$ cat config.mk
export PLATFORM = sky130hd
export DESIGN_NAME = codec_ctl_regs
export DESIGN_NICKNAME = d
export VERILOG_FILES = /design/src/rtl/codec_ctl_pkg.sv /design/src/rtl/ctl_serial_rx.sv /design/src/rtl/ctl_reg_bank.sv /design/src/rtl/ctl_out_decode.sv /design/src/rtl/codec_ctl_regs.sv
export SDC_FILE = /design/constraint.sdc
export NUM_CORES = 1
export LEC_CHECK = 0
export ABC_CLOCK_PERIOD_IN_PS = 4800
export BUFFER_PORTS_ARGS = -buffer_cell sky130_fd_sc_hd__buf_2
export CAP_MARGIN = 25
export CORE_MARGIN = 2
export CORE_UTILIZATION = 35
export CTS_BUF_LIST = sky130_fd_sc_hd__clkbuf_8
export CTS_CLUSTER_SIZE = 12
export DETAILED_ROUTE_END_ITERATION = 6
export GPL_TIMING_DRIVEN = 0
export MAX_ROUTING_LAYER = met4
export SLEW_MARGIN = 20
export SYNTH_ARGS = -nofsm -noshare
export SYNTH_HDL_FRONTEND = slang
export SYNTH_SLANG_ARGS = --single-unit
$ cat constraint.sdc
create_clock -name clk_i -period 4.8 [get_ports clk_i]
set_clock_uncertainty 0.2 [all_clocks]
set_input_delay 0 -clock clk_i [delete_from_list [all_inputs] [get_ports clk_i]]
set_output_delay 0 -clock clk_i [all_outputs]
set_load 0.01 [all_outputs]
$ cat src/rtl/codec_ctl_pkg.sv
`timescale 1ns/1ps
package codec_ctl_pkg;
  localparam int WORD_W     = 16;
  localparam int ADDR_W     = 7;
  localparam int DATA_W     = WORD_W - ADDR_W;
  localparam int NREG       = 10;
  localparam int RESET_ADDR = 15;
  localparam int LINK_BIT   = 8;
  localparam int LINE_VOL_W = 5;
  localparam int HP_VOL_W   = 7;
  localparam int FLAG_BIT   = 7;

  localparam logic [DATA_W-1:0] LINE_LINK_MASK = 9'h09F;
  localparam logic [DATA_W-1:0] HP_LINK_MASK   = 9'h0FF;
  localparam logic [HP_VOL_W-1:0] HP_MUTE_TOP  = 7'h2F;

  function automatic logic [DATA_W-1:0] reg_default(int idx);
    case (idx)
      0, 1:    return 9'h097;
      2, 3:    return 9'h079;
      default: return '0;
    endcase
  endfunction
endpackage

$ cat src/rtl/ctl_serial_rx.sv
`timescale 1ns/1ps
module ctl_serial_rx
  import codec_ctl_pkg::*;
(
  input  logic              clk_i,
  input  logic              rst_ni,
  input  logic              sclk_i,
  input  logic              csn_i,
  input  logic              sdi_i,
  output logic              wr_vld_o,
  output logic [WORD_W-1:0] word_o
);
  localparam int CNT_W = $clog2(WORD_W + 2);
  localparam logic [CNT_W-1:0] CNT_FULL = CNT_W'(WORD_W);
  localparam logic [CNT_W-1:0] CNT_SAT  = CNT_W'(WORD_W + 1);

  logic sclk_s1, sclk_s2, csn_s1, csn_s2, sdi_s1;
  logic [CNT_W-1:0]  cnt_q;
  logic [WORD_W-1:0] shreg_q;

  wire sclk_rise = sclk_s1 & ~sclk_s2;
  wire csn_rise  = csn_s1 & ~csn_s2;

  always_ff @(posedge clk_i or negedge rst_ni) begin
    if (!rst_ni) begin
      sclk_s1 <= 1'b0;
      sclk_s2 <= 1'b0;
      csn_s1  <= 1'b1;
      csn_s2  <= 1'b1;
      sdi_s1  <= 1'b0;
    end else begin
      sclk_s1 <= sclk_i;
      sclk_s2 <= sclk_s1;
      csn_s1  <= csn_i;
      csn_s2  <= csn_s1;
      sdi_s1  <= sdi_i;
    end
  end

  always_ff @(posedge clk_i or negedge rst_ni) begin
    if (!rst_ni) begin
      cnt_q    <= '0;
      shreg_q  <= '0;
      wr_vld_o <= 1'b0;
    end else begin
      wr_vld_o <= csn_rise && (cnt_q == CNT_FULL);
      if (csn_s1) begin
        cnt_q <= '0;
      end else if (sclk_rise) begin
        shreg_q <= {shreg_q[WORD_W-2:0], sdi_s1};
        if (cnt_q != CNT_SAT) cnt_q <= cnt_q + 1'b1;
      end
    end
  end

  assign word_o = shreg_q;

  // one strobe per frame: never two in a row
  assert_single_strobe_R1: assert property (@(posedge clk_i) disable iff (!rst_ni)
    wr_vld_o |=> !wr_vld_o);
endmodule

$ cat src/rtl/ctl_reg_bank.sv
`timescale 1ns/1ps
module ctl_reg_bank
  import codec_ctl_pkg::*;
(
  input  logic                         clk_i,
  input  logic                         rst_ni,
  input  logic                         wr_vld_i,
  input  logic [ADDR_W-1:0]            wr_addr_i,
  input  logic [DATA_W-1:0]            wr_data_i,
  output logic [NREG-1:0][DATA_W-1:0]  regs_o
);
  localparam logic [ADDR_W-1:0] RST_A = ADDR_W'(RESET_ADDR);
  localparam logic [ADDR_W-1:0] TOP_A = ADDR_W'(NREG);

  logic [NREG-1:0][DATA_W-1:0] regs_q;
  wire soft_rst = wr_vld_i && (wr_addr_i == RST_A);

  for (genvar g = 0; g < NREG; g++) begin : g_reg
    localparam logic [ADDR_W-1:0] OWN_A  = ADDR_W'(g);
    localparam logic [ADDR_W-1:0] PEER_A = ADDR_W'(g ^ 1);
    localparam logic [DATA_W-1:0] LINK_M = (g < 2) ? LINE_LINK_MASK :
                                           (g < 4) ? HP_LINK_MASK : '0;
    logic hit, mirror;
    assign hit    = wr_vld_i && (wr_addr_i == OWN_A);
    assign mirror = wr_vld_i && (LINK_M != '0) && wr_data_i[LINK_BIT] &&
                    (wr_addr_i == PEER_A);

    always_ff @(posedge clk_i or negedge rst_ni) begin
      if (!rst_ni)     regs_q[g] <= reg_default(g);
      else if (soft_rst) regs_q[g] <= reg_default(g);
      else if (hit)    regs_q[g] <= wr_data_i;
      else if (mirror) regs_q[g] <= (regs_q[g] & ~LINK_M) | (wr_data_i & LINK_M);
    end
  end

  assign regs_o = regs_q;

  assert_unmapped_ignored_R9: assert property (@(posedge clk_i) disable iff (!rst_ni)
    (wr_vld_i && wr_addr_i >= TOP_A && wr_addr_i != RST_A) |=> $stable(regs_q));

  assert_soft_reset_R8: assert property (@(posedge clk_i) disable iff (!rst_ni)
    soft_rst |=> (regs_q[0] == reg_default(0)) && (regs_q[2] == reg_default(2)));

  assert_line_copy_R5: assert property (@(posedge clk_i) disable iff (!rst_ni)
    (wr_vld_i && wr_addr_i == '0 && wr_data_i[LINK_BIT]) |=>
      (regs_q[1][LINE_VOL_W-1:0] == $past(wr_data_i[LINE_VOL_W-1:0])) &&
      (regs_q[1][FLAG_BIT] == $past(wr_data_i[FLAG_BIT])));
endmodule

$ cat src/rtl/ctl_out_decode.sv
`timescale 1ns/1ps
module ctl_out_decode
  import codec_ctl_pkg::*;
(
  input  logic [NREG-1:0][DATA_W-1:0] regs_i,
  output logic [LINE_VOL_W-1:0]       line_gain_o [2],
  output logic [1:0]                  line_mute_o,
  output logic [HP_VOL_W-1:0]         hp_gain_o [2],
  output logic [1:0]                  hp_mute_o,
  output logic [1:0]                  hp_zc_o
);
  for (genvar c = 0; c < 2; c++) begin : g_ch
    assign line_gain_o[c] = regs_i[c][LINE_VOL_W-1:0];
    assign line_mute_o[c] = regs_i[c][FLAG_BIT];
    assign hp_gain_o[c]   = regs_i[2+c][HP_VOL_W-1:0];
    assign hp_zc_o[c]     = regs_i[2+c][FLAG_BIT];
    // low volume band silences the output
    assign hp_mute_o[c]   = regs_i[2+c][HP_VOL_W-1:0] <= HP_MUTE_TOP;
  end
endmodule

$ cat src/rtl/codec_ctl_regs.sv
`timescale 1ns/1ps
module codec_ctl_regs
  import codec_ctl_pkg::*;
(
  input  logic                  clk_i,
  input  logic                  rst_ni,
  input  logic                  sclk_i,
  input  logic                  csn_i,
  input  logic                  sdi_i,
  input  logic [ADDR_W-1:0]     rd_addr_i,
  output logic [DATA_W-1:0]     rd_data_o,
  output logic [LINE_VOL_W-1:0] line_l_gain_o,
  output logic [LINE_VOL_W-1:0] line_r_gain_o,
  output logic                  line_l_mute_o,
  output logic                  line_r_mute_o,
  output logic [HP_VOL_W-1:0]   hp_l_gain_o,
  output logic [HP_VOL_W-1:0]   hp_r_gain_o,
  output logic                  hp_l_mute_o,
  output logic                  hp_r_mute_o,
  output logic                  hp_l_zc_o,
  output logic                  hp_r_zc_o
);
  localparam int IDX_W = $clog2(NREG);
  localparam logic [ADDR_W-1:0] HPL_A = ADDR_W'(2);

  logic                        wr_vld;
  logic [WORD_W-1:0]           word;
  logic [NREG-1:0][DATA_W-1:0] regs;
  logic [LINE_VOL_W-1:0]       line_gain [2];
  logic [HP_VOL_W-1:0]         hp_gain [2];
  logic [1:0]                  line_mute, hp_mute, hp_zc;

  wire [ADDR_W-1:0] wr_addr = word[WORD_W-1:DATA_W];
  wire [DATA_W-1:0] wr_data = word[DATA_W-1:0];

  ctl_serial_rx u_rx (
    .clk_i, .rst_ni, .sclk_i, .csn_i, .sdi_i,
    .wr_vld_o (wr_vld),
    .word_o   (word)
  );

  ctl_reg_bank u_bank (
    .clk_i, .rst_ni,
    .wr_vld_i  (wr_vld),
    .wr_addr_i (wr_addr),
    .wr_data_i (wr_data),
    .regs_o    (regs)
  );

  ctl_out_decode u_dec (
    .regs_i      (regs),
    .line_gain_o (line_gain),
    .line_mute_o (line_mute),
    .hp_gain_o   (hp_gain),
    .hp_mute_o   (hp_mute),
    .hp_zc_o     (hp_zc)
  );

  always_comb begin
    rd_data_o = '0;
    if (rd_addr_i < ADDR_W'(NREG)) rd_data_o = regs[rd_addr_i[IDX_W-1:0]];
  end

  assign line_l_gain_o = line_gain[0];
  assign line_r_gain_o = line_gain[1];
  assign line_l_mute_o = line_mute[0];
  assign line_r_mute_o = line_mute[1];
  assign hp_l_gain_o   = hp_gain[0];
  assign hp_r_gain_o   = hp_gain[1];
  assign hp_l_mute_o   = hp_mute[0];
  assign hp_r_mute_o   = hp_mute[1];
  assign hp_l_zc_o     = hp_zc[0];
  assign hp_r_zc_o     = hp_zc[1];

  assert_hp_low_band_mute_R11: assert property (@(posedge clk_i) disable iff (!rst_ni)
    (wr_vld && wr_addr == HPL_A && wr_data[HP_VOL_W-1:0] <= HP_MUTE_TOP) |=> hp_l_mute_o);

  assert_hp_audible_R11: assert property (@(posedge clk_i) disable iff (!rst_ni)
    (wr_vld && wr_addr == HPL_A && wr_data[HP_VOL_W-1:0] > HP_MUTE_TOP) |=> !hp_l_mute_o);
endmodule

==> reports/results.ini <==
[pwr]
ir_drop_mv=0.166
leakage_nw=3.80
power_density_nw_per_um2=304
total_power_w=0.00212

[cts]
clk_latency_ns=0.43
cts_sinks=117
tritoncts=built
cts_buffers=17
root_buffer=clkbuf_8
h-tree-depth=4
clk_pin_slew_worst_paths_ns=0.07
clockBufferDepth=2

[grt]
grt_pass1_vias=4398
grtUsageTotal_pct=18.2
antenna_found_initial=0
grt_pass1_wl_um=24300
overflow=0
grt_max_degree=83

[setup_path]
cp-startpoint=u_rx.word_o[15]
cp.arrival_ns=2.17
r2r_cells=5
crit_fanout=10
endpoint_kind=register
r2r_end=u_bank.regs_o[46]
critPathLaunchType=register
path_class=register to register
cp-endpoint=u_bank.regs_o[46]
cp.required_ns=4.88
timing.rr.start=u_rx.word_o[15]
rrSetupSlack_ns=2.71

[cells_and_area]
fin_util_pct=41.9
fin_nets=616
diodes=0
drive_gt1_share_pct=33.2
syn2layout_area_growth_pct=16.9

[yosys]
syn_inst=524
synth_edf_count=0
ys_ff_latch=117
synth_fp_nets=539
yosysSeqAreaShare_pct=49.5
synthDistinctLibCells=47
syn-cell-area_um2=5960
ys_warn_count=0
synth_async_sr_flop_share_pct=100
ys.flop_type=dfrtp_1
syn_area_per_cell_um2=11.4

[die]
die_x_um=135
fp.dieH_um=135
ioPinCount=51
core_um2=16600
die_area_um2=18100
start_util_pct=35.8
row_count=47

[outcome]
status=complete, no violations

[timing]
fmax_mhz=479
fin_crit_sh_pct=43.5
finalSetupViolCount=0
relSlewSlack_pct=50.2
setup_tns_ns=0
drv_slew=0
hold_viol=0
worstMarginPinSlew_ns=0.747
rsz0062_at_grt=no
fin_crit_ns=2.09

[drt]
drc_errors=0
vias=4215
drtIter0Drc=247
wl_per_cell_um=18.2
drtPass1Iterations=5
routed_wl_um=15200
ant_nets=0
viasPerCell=5.05

[placement]
place.gp.congestion=0.840
io_buffers=48
post-dp-hpwl_um=10700

[min_path]
hp-start=u_rx.sclk_s1
hold_class=register to register

[job]
max_cap_viol_count=0

==> state kept, by name, summed over array words and instances (netlist names) <==
signal         flops
u_rx.sclk_s1       1
u_rx.wr_vld_o      1
u_rx.sclk_s2       1
u_rx.sdi_s1        1
u_rx.csn_s1        1
u_bank.regs_o     90
u_rx.word_o       16
u_rx.csn_s2        1
u_rx.cnt_q         5
==> layout make-up <==
cell class / count / area, um2
plain buffers: 65 / 399
inverters: 8 / 30.0
clock inverters: 9 / 40.0
flip-flops and latches: 117 / 2960
well taps: 220 / 275
multi-input cells: 334 / 2580
repair buffers: 58 / 374
clock buffers: 23 / 317
fillers: 1614 / 9670
==> worst min-delay path by stage <==
stage	endpoint	slack, ns	depth (start not counted)
2_1_floorplan	u_bank.regs_o[12]	-0.50	0
3_3_place_gp	u_rx.csn_s1	-0.09	1
3_5_place_dp	u_bank.regs_o[61]	-0.27	1
4_1_cts	u_rx.sclk_s2	0.21	0
5_1_grt	u_rx.sclk_s2	0.22	0
6_report	u_rx.sclk_s2	0.21	0
==> power breakdown <==
| part | internal, W | total [W] | switching, W |
|---|---|---|---|
| Combinational | 0.0000802 | 0.000285 | 0.000205 |
| Sequential | 0.00102 | 0.00103 | 0.0000169 |
| Clock | 0.000427 | 0.000801 | 0.000374 |
==> worst max-delay path: stages, from the launching register on <==
cell and delay, ns:
dfrtp_1 0.41, nor4b_4 0.41, and3_1 0.21, buf_4 0.16, clkbuf_1 0.44, nor2_1 0.11
==> metrics by stage <==
step | worst slack (ns) | hold slack, ns | std cells | instance area (um2)
final | 2.71 | 0.208 | 834 | 6970
after global routing | 2.53 | 0.219 | 834 | 6970
after CTS | 2.67 | 0.209 | 834 | 6970
after detailed placement | 2.68 | -0.274 | 793 | 6510
after global placement | 2.13 | -0.0935 | 792 | 6480
after floorplan | 3.03 | -0.496 | 524 | 5960
==> synthesized netlist by cell type, types with 2 or more instances <==
master / number / share of area, %
a21oi_1: 10 / 0.84
a22o_1: 9 / 1.3
a31oi_1: 5 / 0.52
a41oi_1: 3 / 0.44
and3_1: 7 / 0.73
buf_2: 19 / 1.6
buf_4: 29 / 3.7
buf_6: 3 / 0.57
clkbuf_1: 13 / 0.82
dfrtp_1: 95 / 40
dfstp_2: 22 / 9.7
ha_1: 3 / 0.63
inv_1: 8 / 0.50
mux2_2: 34 / 6.4
mux2i_1: 73 / 12
mux4_2: 9 / 3.4
nand2_1: 24 / 1.5
nand2b_1: 10 / 1.0
nand3_1: 17 / 1.4
nand4_1: 2 / 0.21
nor2_1: 69 / 4.3
nor2b_1: 5 / 0.52
nor3_1: 5 / 0.42
o211ai_1: 3 / 0.38
o21ai_0: 7 / 0.59
o21ai_1: 6 / 0.50
o22ai_1: 10 / 1.0
o31ai_2: 2 / 0.42
o41ai_1: 2 / 0.29
xnor2_1: 2 / 0.29
xor2_1: 2 / 0.29
==> cell usage in the layout (no fill, tap or decap), types with 12 or more instances in the layout <==
master	n
mux2i_1	73
clkbuf_8	23
inv_1	12
dfrtp_1	95
nor2_1	69
buf_2	66
dfstp_2	22
nand2_1	24
nand3_1	17
mux2_2	34
clkbuf_1	13
buf_4	29
==> cell families (layout without fill, tap and decap cells) <==
group	after synthesis	after routing	synth area share, %
AND/OR/NAND/NOR	148	148	12.2
flip-flops	117	117	49.5
multiplexers	116	116	22.1
buffers and inverters	73	163	7.20
AO/OA/AOI/OAI	63	63	7.78
XOR/XNOR	4	4	0.587
adder cells (fa/ha/maj)	3	3	0.629
==> what timing repair did <==
| action | 4_1_cts | 5_1_grt |
|---|---|---|
| hold buffers | 9 | 0 |
| endpoints found under the hold margin | 113 | 0 |
| gates resized for setup | 0 | 0 |
| endpoints found under the setup margin | 0 | 0 |
| buffers inserted | 0 | 0 |
==> per-layer routing <==
metal / wire length, um / global-route usage (%)
met5: 0 / -
met4: 366 / 6.32
met1: 6820 / 22.8
met3: 582 / 4.73
met2: 7400 / 28.8
Power figures use the tool's default switching activity.
